[src/rtl/ring_mail_stop_pkg.sv]
package ring_mail_stop_pkg;
  localparam int CTRL_W    = 8;
  localparam int ADDR_W    = 12;
  localparam int DATA_W    = 16;
  localparam int MSG_W     = CTRL_W + 2 * ADDR_W + DATA_W;
  localparam int VALID_BIT = CTRL_W - 1;

  // register window locations
  localparam int LOC_STAT    = 0;
  localparam int LOC_RX_CTRL = 1;
  localparam int LOC_RX_SRC  = 2;
  localparam int LOC_RX_DST  = 3;
  localparam int LOC_RX_DATA = 4;
  localparam int LOC_TX_CTRL = 5;
  localparam int LOC_TX_DST  = 6;
  localparam int LOC_TX_DATA = 7;
  localparam int LOC_TX_GO   = 8;
  localparam int LOC_PAT     = 9;
  localparam int LOC_MASK    = 10;
  localparam int LOC_NODE    = 11;

  typedef enum logic [1:0] {
    MODE_ADDR = 2'd0,
    MODE_PAT  = 2'd1,
    MODE_ALL  = 2'd2,
    MODE_SET  = 2'd3
  } mode_e;

  typedef struct packed {
    logic [CTRL_W-1:0] ctrl;
    logic [ADDR_W-1:0] src;
    logic [ADDR_W-1:0] dst;
    logic [DATA_W-1:0] data;
  } msg_t;
endpackage

[src/rtl/ms_match.sv]
module ms_match
  import ring_mail_stop_pkg::*;
(
  input  logic              valid_i,
  input  mode_e             mode_i,
  input  logic [ADDR_W-1:0] src_i,
  input  logic [ADDR_W-1:0] dst_i,
  input  logic [ADDR_W-1:0] node_id_i,
  input  logic [ADDR_W-1:0] pat_i,
  input  logic [ADDR_W-1:0] mask_i,
  input  logic              rx_full_i,
  output logic              accept_o,
  output logic              consume_o,
  output logic              strip_o
);
  logic multi, own, hit, pat_hit;

  assign multi   = (mode_i == MODE_ALL) || (mode_i == MODE_SET);
  assign own     = valid_i && multi && (src_i == node_id_i);
  assign pat_hit = ((dst_i ^ pat_i) & mask_i) == '0;

  always_comb begin
    unique case (mode_i)
      MODE_ADDR: hit = (dst_i == node_id_i);
      MODE_PAT:  hit = pat_hit;
      MODE_ALL:  hit = 1'b1;
      MODE_SET:  hit = pat_hit;
      default:   hit = 1'b0;
    endcase
  end

  assign accept_o  = valid_i && !own && hit && !rx_full_i;
  assign consume_o = accept_o && !multi;
  assign strip_o   = own;
endmodule

[src/rtl/ms_regs.sv]
module ms_regs
  import ring_mail_stop_pkg::*;
#(
  parameter int REG_AW = 4,
  parameter int REG_DW = 16
) (
  input  logic              clk_i,
  input  logic              rst_ni,
  input  logic [REG_AW-1:0] reg_addr_i,
  input  logic              reg_wr_i,
  input  logic [REG_DW-1:0] reg_wdata_i,
  output logic [REG_DW-1:0] reg_rdata_o,
  input  logic [ADDR_W-1:0] node_id_i,
  input  logic              accept_i,
  input  msg_t              rx_in_i,
  input  logic              inject_i,
  output logic              rx_full_o,
  output logic              tx_pending_o,
  output msg_t              tx_msg_o,
  output logic [ADDR_W-1:0] pat_o,
  output logic [ADDR_W-1:0] mask_o
);
  msg_t              rx_q;
  logic              rx_full_q, tx_pend_q;
  logic [CTRL_W-1:0] tx_ctrl_q;
  logic [ADDR_W-1:0] tx_dst_q, pat_q, mask_q;
  logic [DATA_W-1:0] tx_data_q;
  logic              release_w, tx_open;

  function automatic logic hit_loc(logic [REG_AW-1:0] a, int loc);
    return a == REG_AW'(loc);
  endfunction

  assign release_w = reg_wr_i && hit_loc(reg_addr_i, LOC_STAT) && reg_wdata_i[0];
  assign tx_open   = reg_wr_i && !tx_pend_q;

  always_ff @(posedge clk_i or negedge rst_ni) begin
    if (!rst_ni) begin
      rx_q      <= '0;
      rx_full_q <= 1'b0;
    end else if (accept_i) begin
      rx_q      <= rx_in_i;
      rx_full_q <= 1'b1;
    end else if (release_w) begin
      rx_full_q <= 1'b0;
    end
  end

  always_ff @(posedge clk_i or negedge rst_ni) begin
    if (!rst_ni) begin
      tx_ctrl_q <= '0;
      tx_dst_q  <= '0;
      tx_data_q <= '0;
      tx_pend_q <= 1'b0;
    end else begin
      if (tx_open && hit_loc(reg_addr_i, LOC_TX_CTRL)) tx_ctrl_q <= reg_wdata_i[CTRL_W-1:0];
      if (tx_open && hit_loc(reg_addr_i, LOC_TX_DST))  tx_dst_q  <= reg_wdata_i[ADDR_W-1:0];
      if (tx_open && hit_loc(reg_addr_i, LOC_TX_DATA)) tx_data_q <= reg_wdata_i[DATA_W-1:0];
      if (inject_i)                                    tx_pend_q <= 1'b0;
      else if (tx_open && hit_loc(reg_addr_i, LOC_TX_GO)) tx_pend_q <= 1'b1;
    end
  end

  always_ff @(posedge clk_i or negedge rst_ni) begin
    if (!rst_ni) begin
      pat_q  <= '0;
      mask_q <= '0;
    end else if (reg_wr_i) begin
      if (hit_loc(reg_addr_i, LOC_PAT))  pat_q  <= reg_wdata_i[ADDR_W-1:0];
      if (hit_loc(reg_addr_i, LOC_MASK)) mask_q <= reg_wdata_i[ADDR_W-1:0];
    end
  end

  always_comb begin
    reg_rdata_o = '0;
    case (int'(reg_addr_i))
      LOC_STAT:    reg_rdata_o = REG_DW'({tx_pend_q, rx_full_q});
      LOC_RX_CTRL: reg_rdata_o = REG_DW'(rx_q.ctrl);
      LOC_RX_SRC:  reg_rdata_o = REG_DW'(rx_q.src);
      LOC_RX_DST:  reg_rdata_o = REG_DW'(rx_q.dst);
      LOC_RX_DATA: reg_rdata_o = REG_DW'(rx_q.data);
      LOC_TX_CTRL: reg_rdata_o = REG_DW'(tx_ctrl_q);
      LOC_TX_DST:  reg_rdata_o = REG_DW'(tx_dst_q);
      LOC_TX_DATA: reg_rdata_o = REG_DW'(tx_data_q);
      LOC_PAT:     reg_rdata_o = REG_DW'(pat_q);
      LOC_MASK:    reg_rdata_o = REG_DW'(mask_q);
      LOC_NODE:    reg_rdata_o = REG_DW'(node_id_i);
      default:     reg_rdata_o = '0;
    endcase
  end

  always_comb begin
    tx_msg_o            = '{ctrl: tx_ctrl_q, src: node_id_i, dst: tx_dst_q, data: tx_data_q};
    tx_msg_o.ctrl[VALID_BIT] = 1'b1;
  end

  assign rx_full_o    = rx_full_q;
  assign tx_pending_o = tx_pend_q;
  assign pat_o        = pat_q;
  assign mask_o       = mask_q;

  // a held delivery is never overwritten
  p_rx_hold_r7: assert property (@(posedge clk_i) disable iff (!rst_ni)
    (rx_full_q && !release_w) |=> ($stable(rx_q) && rx_full_q));

  // a pending message is frozen until it leaves
  p_tx_frozen_r10: assert property (@(posedge clk_i) disable iff (!rst_ni)
    tx_pend_q |=> ($stable(tx_ctrl_q) && $stable(tx_dst_q) && $stable(tx_data_q)));
endmodule

[src/rtl/ms_slot.sv]
module ms_slot
  import ring_mail_stop_pkg::*;
(
  input  logic clk_i,
  input  logic rst_ni,
  input  msg_t slot_i,
  input  logic drop_i,
  input  logic tx_pending_i,
  input  msg_t tx_msg_i,
  output logic inject_o,
  output msg_t slot_o
);
  msg_t slot_q, slot_d;
  logic free;

  assign free     = !slot_i.ctrl[VALID_BIT] || drop_i;
  assign inject_o = tx_pending_i && free;

  always_comb begin
    if (inject_o)    slot_d = tx_msg_i;
    else if (drop_i) slot_d = '0;
    else             slot_d = slot_i;
  end

  always_ff @(posedge clk_i or negedge rst_ni) begin
    if (!rst_ni) slot_q <= '0;
    else         slot_q <= slot_d;
  end

  assign slot_o = slot_q;

  // traffic not for this stop passes with one cycle of delay
  p_forward_r2: assert property (@(posedge clk_i) disable iff (!rst_ni)
    (slot_i.ctrl[VALID_BIT] && !drop_i) |=> (slot_q == $past(slot_i)));

  // an injected slot leaves occupied and carries the local sender
  p_inject_r9: assert property (@(posedge clk_i) disable iff (!rst_ni)
    inject_o |=> (slot_q.ctrl[VALID_BIT] && slot_q.src == $past(tx_msg_i.src)));
endmodule

[src/rtl/ring_mail_stop.sv]
module ring_mail_stop
  import ring_mail_stop_pkg::*;
#(
  parameter int REG_AW = 4,
  parameter int REG_DW = 16
) (
  input  logic              clk_i,
  input  logic              rst_ni,
  input  logic [ADDR_W-1:0] node_id_i,
  input  logic [MSG_W-1:0]  ring_i,
  output logic [MSG_W-1:0]  ring_o,
  input  logic [REG_AW-1:0] reg_addr_i,
  input  logic              reg_wr_i,
  input  logic [REG_DW-1:0] reg_wdata_i,
  output logic [REG_DW-1:0] reg_rdata_o
);
  msg_t              in_m, out_m, tx_msg;
  logic              accept, consume, strip, inject, rx_full, tx_pending;
  logic [ADDR_W-1:0] pat, mask;

  assign in_m   = msg_t'(ring_i);
  assign ring_o = out_m;

  ms_match u_match (
    .valid_i   (in_m.ctrl[VALID_BIT]),
    .mode_i    (mode_e'(in_m.ctrl[1:0])),
    .src_i     (in_m.src),
    .dst_i     (in_m.dst),
    .node_id_i (node_id_i),
    .pat_i     (pat),
    .mask_i    (mask),
    .rx_full_i (rx_full),
    .accept_o  (accept),
    .consume_o (consume),
    .strip_o   (strip)
  );

  ms_regs #(.REG_AW(REG_AW), .REG_DW(REG_DW)) u_regs (
    .clk_i        (clk_i),
    .rst_ni       (rst_ni),
    .reg_addr_i   (reg_addr_i),
    .reg_wr_i     (reg_wr_i),
    .reg_wdata_i  (reg_wdata_i),
    .reg_rdata_o  (reg_rdata_o),
    .node_id_i    (node_id_i),
    .accept_i     (accept),
    .rx_in_i      (in_m),
    .inject_i     (inject),
    .rx_full_o    (rx_full),
    .tx_pending_o (tx_pending),
    .tx_msg_o     (tx_msg),
    .pat_o        (pat),
    .mask_o       (mask)
  );

  ms_slot u_slot (
    .clk_i        (clk_i),
    .rst_ni       (rst_ni),
    .slot_i       (in_m),
    .drop_i       (consume || strip),
    .tx_pending_i (tx_pending),
    .tx_msg_i     (tx_msg),
    .inject_o     (inject),
    .slot_o       (out_m)
  );

  // a taken single-receiver message leaves the ring (slot empty or refilled locally)
  p_consume_r3: assert property (@(posedge clk_i) disable iff (!rst_ni)
    consume |=> (!out_m.ctrl[VALID_BIT] || out_m.src == node_id_i));

  // copied group traffic keeps moving unchanged
  p_copy_fwd_r5: assert property (@(posedge clk_i) disable iff (!rst_ni)
    (accept && !consume) |=> (ring_o == $past(ring_i)));

  // returning own group traffic is never delivered locally
  p_strip_r11: assert property (@(posedge clk_i) disable iff (!rst_ni)
    strip |-> !accept);

  // no delivery while the receive register is occupied
  p_block_r7: assert property (@(posedge clk_i) disable iff (!rst_ni)
    rx_full |-> !accept);
endmodule

[config.mk]
export PLATFORM = sky130hd
export DESIGN_NAME = ring_mail_stop
export DESIGN_NICKNAME = d
export VERILOG_FILES = /design/src/rtl/ring_mail_stop_pkg.sv /design/src/rtl/ms_match.sv /design/src/rtl/ms_regs.sv /design/src/rtl/ms_slot.sv /design/src/rtl/ring_mail_stop.sv
export SDC_FILE = /design/constraint.sdc
export NUM_CORES = 1
export LEC_CHECK = 0
export BUFFER_PORTS_ARGS = -buffer_cell sky130_fd_sc_hd__buf_2
export CAP_MARGIN = 0
export CORE_MARGIN = 2
export CORE_UTILIZATION = 53
export CTS_CLUSTER_SIZE = 16
export DETAILED_ROUTE_END_ITERATION = 7
export MAX_ROUTING_LAYER = met4
export PLACE_DENSITY = 0.75
export SLEW_MARGIN = 20
export SYNTH_ARGS = -nofsm -noshare
export SYNTH_HDL_FRONTEND = slang
export SYNTH_HIERARCHICAL = 1
export SYNTH_SLANG_ARGS = --single-unit
[constraint.sdc]
create_clock -name clk_i -period 3 [get_ports clk_i]
set_input_delay 0.45 -clock clk_i [delete_from_list [all_inputs] [get_ports clk_i]]
set_output_delay 0.45 -clock clk_i [all_outputs]
set_load 0.03 [all_outputs]
==> results.yml, run 1 <==
sta:
  fin_worst_skew_ns: 0.00682
  rsz0062_at_grt: "no"
  worst_slew_pin_slew_ns: 0.659
  setup-tns-final_ns: 0
  maxSlewHeadroom_pct: 56.1
  setup_viol_count_final: 0
  fin_crit_ns: 2.72
  fin_crit_share_pct: 90.7
  finalHoldViolations: 0
  report.final.slew_viol_count: 0
  fmax_mhz: 367
synth:
  synth-edff-count: 0
  synth_cells: 694
  ys_warn_count: 6
  synth_largest_type_area_fraction_pct: 46.9
  synth_seq_cells: 158
  postSynth.topFlopCell: "sky130_fd_sc_hd__dfrtp_1"
  synth.largest_area_cell: "sky130_fd_sc_hd__dfrtp_1"
  avgSynthCellArea_sq_um: 12.2
  ys_async_rst_share_pct: 100
  sequential_fraction_of_the_synthesis_area_pct: 46.9
  postSynthNetCount: 777
  synthesis.area_sq_um: 8430
  netlist_top_cells_area: "sky130_fd_sc_hd__dfrtp_1 (47%), sky130_fd_sc_hd__mux2_2 (13%), sky130_fd_sc_hd__o32ai_2 (7.7%)"
  netlist-cell-type-count: 64
routing:
  drtIter0Drc: 532
  postRouteAntennaNets: 0
  postRouteWirelength_um: 26800
  num_vias: 6347
  remaining_drc_errors: 0
  via_density: 6.06
  routed_wire_length_per_instance_um: 25.6
  firstDrtPassIters: 7
finish:
  multi_input_combinational_cell_area_sq_um: 3830
  register_area_sq_um: 3950
  most-common-layout-cells: "sky130_fd_sc_hd__dfrtp_1 (158), sky130_fd_sc_hd__buf_2 (145), sky130_fd_sc_hd__mux2_2 (97)"
  area_delta_synth_final_pct: 17.0
  layout_fillers: 1287
  drive_gt1_share_pct: 45.2
  mostFrequentLayoutCell: "sky130_fd_sc_hd__dfrtp_1"
  antenna_cells: 0
  num-nets-final: 903
power:
  p_leak_nw: 4.53
  net_switching_share_of_the_total_power_pct: 35.2
  power_per_cell_area_nw_per_um2: 843
  vdd_drop_max_v: 0.000400
  switchingPower_mw: 2.93
  pwr-share-clk_pct: 26.8
  power_frac_comb_pct: 31.0
  power_mw: 8.32
  power_share_of_the_sequential_group_pct: 42.1
  internal-power_mw: 5.39
global_routing:
  number_of_global_route_vias_before_repair: 6441
  globalRouteOverflowTotal: 0
  grt_antenna_before_repair: 0
  track_usage_pct: 33.5
  grt_start_max_net_pins: 68
  grt_pass1_wl_um: 39600
die:
  floorplan.die.height_um: 130
  floorplan.io_pins: 147
  floorplan.die.width_um: 130
  initial_utilization_pct: 53.7
  total_die_area_sq_um: 16900
  placementRows: 46
  fp.coreArea_sq_um: 15700
clocking:
  cts.reportedPaths.clkPinSlew_ns: 0.06
  cts_hold_repair.buffers: 0
  clkLatencyLatePin_ns: 0.43
  post_cts_resize_count: 0
  tritoncts: "yes"
  clockBufferDepth: 2
  clock_sinks: 158
  setup_repair_bufs_after_cts: 0
  htree_num_levels: 4
  root_buffer: "sky130_fd_sc_hd__clkbuf_16"
  cts_made_buffers: 17
setup_path:
  crit_arrival_ns: 2.27
  critPathRequiredTime_ns: 2.55
  setup.reg_to_reg.worst_slack_ns: 0.47
  path_common_cell: "sky130_fd_sc_hd__buf_2"
  timing.critical_path.slowest_stage_cell: "sky130_fd_sc_hd__a211oi_1"
  setup.worst_path.start_class: "input port"
  reg2regPathDepth: 7
  worst_r2r_startpoint: "u_regs/pat_o[10]"
  ws_path_type: "input port to output pin"
  timing.critical_path.fanout_max: 21
  crit_path_end_kind: "output pin"
  r2r_end: "u_regs/rx_q[38]"
  crit_chain: "buf_2 > buf_12 > mux2i_1 > a211oi_1 > nor3_1 > o22ai_1 > buf_2"
  critical-path-max-stage-delay_ns: 0.53
placed_design:
  gp_routability_congestion: 1.00
  buffer_ports.inserted: 146
  hpwl_um: 19400
status:
  status: "complete, no violations"
job:
  max_cap_violations: 0
min_path:
  worstHoldPathType: "input port to async pin"
[registers in the layout, summed over array words and instances (netlist names)]
signal,count
u_regs/mask_o,12
u_regs/pat_o,12
u_regs/rx_full_o,1
u_regs/rx_q,48
u_regs/tx_ctrl_q,8
u_regs/tx_data_q,16
u_regs/tx_dst_q,12
u_regs/tx_pending_o,1
u_slot/slot_o,48
[critical path: cells and delay by family]
| family | cells | cell delay [ns] |
|---|---|---|
| AO/OA/AOI/OAI | 2 | 0.66 |
| buffers and inverters | 3 | 0.92 |
| AND/OR/NAND/NOR | 1 | 0.11 |
| multiplexers | 1 | 0.10 |
[final cells by class]
cell class | count | share of cell area [%]
Clock buffer | 22 | 4.70
Timing Repair Buffer | 175 | 10.4
Sequential cell | 158 | 40.1
Multi-Input combinational cell | 418 | 38.8
Clock inverter | 9 | 1.37
Inverter | 50 | 1.90
Tap cell | 216 | 2.74
[Yosys cell counts, types with 13 or more instances]
library cell and instances:
sky130_fd_sc_hd__mux2i_1 13, sky130_fd_sc_hd__mux2_2 97, sky130_fd_sc_hd__o32ai_2 40, sky130_fd_sc_hd__inv_1 50
sky130_fd_sc_hd__nor2_1 16, sky130_fd_sc_hd__xor2_1 29, sky130_fd_sc_hd__a22oi_1 20, sky130_fd_sc_hd__buf_2 19
sky130_fd_sc_hd__buf_4 29, sky130_fd_sc_hd__dfrtp_1 158, sky130_fd_sc_hd__mux2_4 20, sky130_fd_sc_hd__nand2_1 58
[power by group through the flow]
stage	clock (mW)	combinational, mW	sequential, mW
floorplan	0	1.62	3.56
global placement	0	2.50	3.49
detailed placement	0	2.56	3.51
CTS	2.26	2.57	3.48
global route	2.34	2.74	3.58
finish	2.23	2.58	3.51
[stage by stage]
stage          cell area (sq um)  std cells  utilization, %  hold WS (ns)  worst slack (ns)
2_1_floorplan               8430        694               -         0.154             0.681
3_3_place_gp                9270       1017            59.0         0.487             0.287
3_5_place_dp                9270       1017            59.0         0.492             0.344
4_1_cts                     9870       1048            62.8        0.0367             0.328
5_1_grt                     9870       1048            62.8        0.0614             0.254
6_report                    9870       1048            62.8        0.0272             0.279
[kinds of logic (layout without fill, tap and decap cells)]
logic type / Yosys count / after routing / synth area share [%]
AOI/OAI and AO/OA: 121 / 121 / 15.0
xor gates and xnor gates: 36 / 36 / 3.74
buffers and inverters: 118 / 256 / 7.71
DFF: 158 / 158 / 46.9
muxes: 131 / 131 / 18.3
other: 1 / 1 / 0.0445
and+or+nand+nor: 129 / 129 / 8.26
[how the worst max path moves through the flow]
| stage | start | to | slack, ns | cells past startpoint |
|---|---|---|---|---|
| CTS | reg_addr_i[2] | reg_rdata_o[5] | 0.33 | 7 |
| global placement | reg_addr_i[2] | reg_rdata_o[5] | 0.29 | 7 |
| detailed placement | reg_addr_i[2] | reg_rdata_o[5] | 0.34 | 7 |
| finish | reg_addr_i[2] | reg_rdata_o[5] | 0.28 | 7 |
| floorplan | ring_i[26] | u_regs/rx_q[10] | 0.68 | 8 |
| global route | reg_addr_i[2] | reg_rdata_o[8] | 0.25 | 7 |
[per-layer routing]
metal / GRT usage [%] / vias to the layer above / part of all wire, %
li1: - / 2731 / -
met1: 42.7 / 3261 / 42
met2: 52.6 / 302 / 48
met3: 6.60 / 53 / 7.0
met4: 13.9 / 0 / 3.4
met5: - / - / 0
(Power assumes the default switching activity.)
==> inputs of run 2 (changes only) <==
--- a/config.mk
+++ b/config.mk
@@ -5,14 +5,14 @@
 export SDC_FILE = /design/constraint.sdc
 export NUM_CORES = 1
 export LEC_CHECK = 0
-export BUFFER_PORTS_ARGS = -buffer_cell sky130_fd_sc_hd__buf_2
-export CAP_MARGIN = 0
+export BUFFER_PORTS_ARGS = -buffer_cell sky130_fd_sc_hd__clkbuf_2
+export CAP_MARGIN = 30
 export CORE_MARGIN = 2
-export CORE_UTILIZATION = 53
+export CORE_UTILIZATION = 30
 export CTS_CLUSTER_SIZE = 16
 export DETAILED_ROUTE_END_ITERATION = 7
 export MAX_ROUTING_LAYER = met4
-export PLACE_DENSITY = 0.75
+export PLACE_DENSITY = 0.47
 export SLEW_MARGIN = 20
 export SYNTH_ARGS = -nofsm -noshare
 export SYNTH_HDL_FRONTEND = slang
==> results.yml, run 2 (synthesis results as in run 1) <==
status:
  status: "complete, no violations"
global_routing:
  grt_antenna_before_repair: 0
  globalRouteOverflowTotal: 0
  grt_pass1_wl_um: 41600
  grt_start_max_net_pins: 66
  number_of_global_route_vias_before_repair: 6327
  track_usage_pct: 20.2
setup_path:
  critPathRequiredTime_ns: 2.55
  reg2regPathDepth: 7
  path_common_cell: "sky130_fd_sc_hd__clkbuf_2"
  setup.reg_to_reg.worst_slack_ns: 0.66
  crit_chain: "clkbuf_2 > nor2b_1 > a22oi_1 > o21a_1 > o22ai_1 > clkbuf_2"
  timing.critical_path.slowest_stage_cell: "sky130_fd_sc_hd__nor2b_1"
  setup.worst_path.start_class: "input port"
  crit_path_end_kind: "output pin"
  crit_arrival_ns: 2.18
  path_delay_family: "buffers and inverters"
  r2r_end: "u_regs/rx_q[23]"
  critical-path-max-stage-delay_ns: 0.46
  timing.critical_path.fanout_max: 20
  worst_r2r_startpoint: "u_regs/pat_o[10]"
  ws_path_type: "input port to output pin"
  critical_path_buf_inv_count: 2
clocking:
  setup_repair_bufs_after_cts: 0
  cts_made_buffers: 17
  cts_hold_repair.buffers: 0
  clockBufferDepth: 2
  cts.reportedPaths.clkPinSlew_ns: 0.06
  tritoncts: "yes"
  htree_num_levels: 4
  post_cts_resize_count: 0
  clock_sinks: 158
  clkLatencyLatePin_ns: 0.44
  root_buffer: "sky130_fd_sc_hd__clkbuf_16"
routing:
  num_vias: 6035
  postRouteWirelength_um: 28200
  drtIter0Drc: 416
  postRouteAntennaNets: 0
  remaining_drc_errors: 0
  routed_wire_length_per_instance_um: 23.3
  firstDrtPassIters: 5
  via_density: 4.98
sta:
  maxSlewHeadroom_pct: 57.6
  finalHoldViolations: 0
  setup_viol_count_final: 0
  fin_worst_skew_ns: 0.0120
  report.final.slew_viol_count: 0
  worst_slew_pin_slew_ns: 0.637
  rsz0062_at_grt: "no"
  fin_crit_share_pct: 87.7
  setup-tns-final_ns: 0
  fmax_mhz: 380
  fin_crit_ns: 2.63
finish:
  final_cells: 1211
  most-common-layout-cells: "sky130_fd_sc_hd__dfrtp_1 (157), sky130_fd_sc_hd__clkbuf_2 (145), sky130_fd_sc_hd__mux2_2 (97)"
  area_delta_synth_final_pct: 19.8
  num-nets-final: 906
  drive_gt1_share_pct: 45.5
  mostFrequentLayoutCell: "sky130_fd_sc_hd__dfrtp_1"
  antenna_cells: 0
die:
  initial_utilization_pct: 30.4
  floorplan.die.height_um: 172
  total_die_area_sq_um: 29500
  placementRows: 61
  floorplan.io_pins: 147
  fp.coreArea_sq_um: 27700
  floorplan.die.width_um: 172
power:
  power_per_cell_area_nw_per_um2: 831
  p_leak_nw: 4.57
  vdd_drop_max_v: 0.000439
placed_design:
  buffer_ports.inserted: 146
  gp_routability_congestion: 0.881
  hpwl_um: 21000
  placed_cells: 1182
job:
  max_cap_violations: 0
min_path:
  worstHoldPathType: "input port to async pin"
-- run 2: cell types whose count changed in the layout (fill, tap and decap cells not counted), sizes merged --
cell,before,now
clkbuf,22,168
clkinvlp,3,1
buf,175,33
inv,51,50
clkinv,2,1
bufinv,3,4
-- run 2: how the worst max path moves through the flow --
stage             startpoint               to  slack, ns  cells after the start
6_report       reg_addr_i[1]   reg_rdata_o[5]       0.37                      6
3_5_place_dp   reg_addr_i[1]   reg_rdata_o[5]       0.42                      6
3_3_place_gp    node_id_i[9]  u_regs/rx_q[23]       0.44                      8
4_1_cts        reg_addr_i[1]   reg_rdata_o[5]       0.41                      6
5_1_grt        reg_addr_i[2]   reg_rdata_o[6]       0.26                      8
2_1_floorplan     ring_i[26]  u_regs/rx_q[10]       0.68                      8
-- run 2: metrics by stage --
step / setup slack [ns] / area, sq um / hold slack, ns / utilization, % / power [mW]
detailed placement: 0.423 / 9490 / 0.490 / 34.2 / 6.12
finish: 0.368 / 10100 / 0.0304 / 36.5 / 8.40
global placement: 0.439 / 9490 / 0.482 / 34.2 / 6.11
global route: 0.264 / 10100 / 0.0751 / 36.5 / 8.82
CTS: 0.406 / 10100 / 0.0406 / 36.5 / 8.49
floorplan: 0.681 / 8430 / 0.154 / - / 5.18
-- run 2: power breakdown --
part	switching [mW]	leakage [nW]	internal, mW
clock network	0.864	0.301	1.47
registers	0.680	1.91	2.88
logic	1.36	2.36	1.15
-- run 2: final cells by class --
cell class,instances,area (sq um)
clock inverter,6,133
multi-input combinational,418,3830
timing repair buffer,178,1040
tap,378,473
clock buffer,23,488
fill,2784,17600
inverter,50,188
sequential,158,3960
-- run 2: routing by layer --
metal,global-route usage (%),wire (um)
met5,-,0
met4,5.82,535
met3,3.91,1540
met2,31.2,13000
met1,26.9,13100
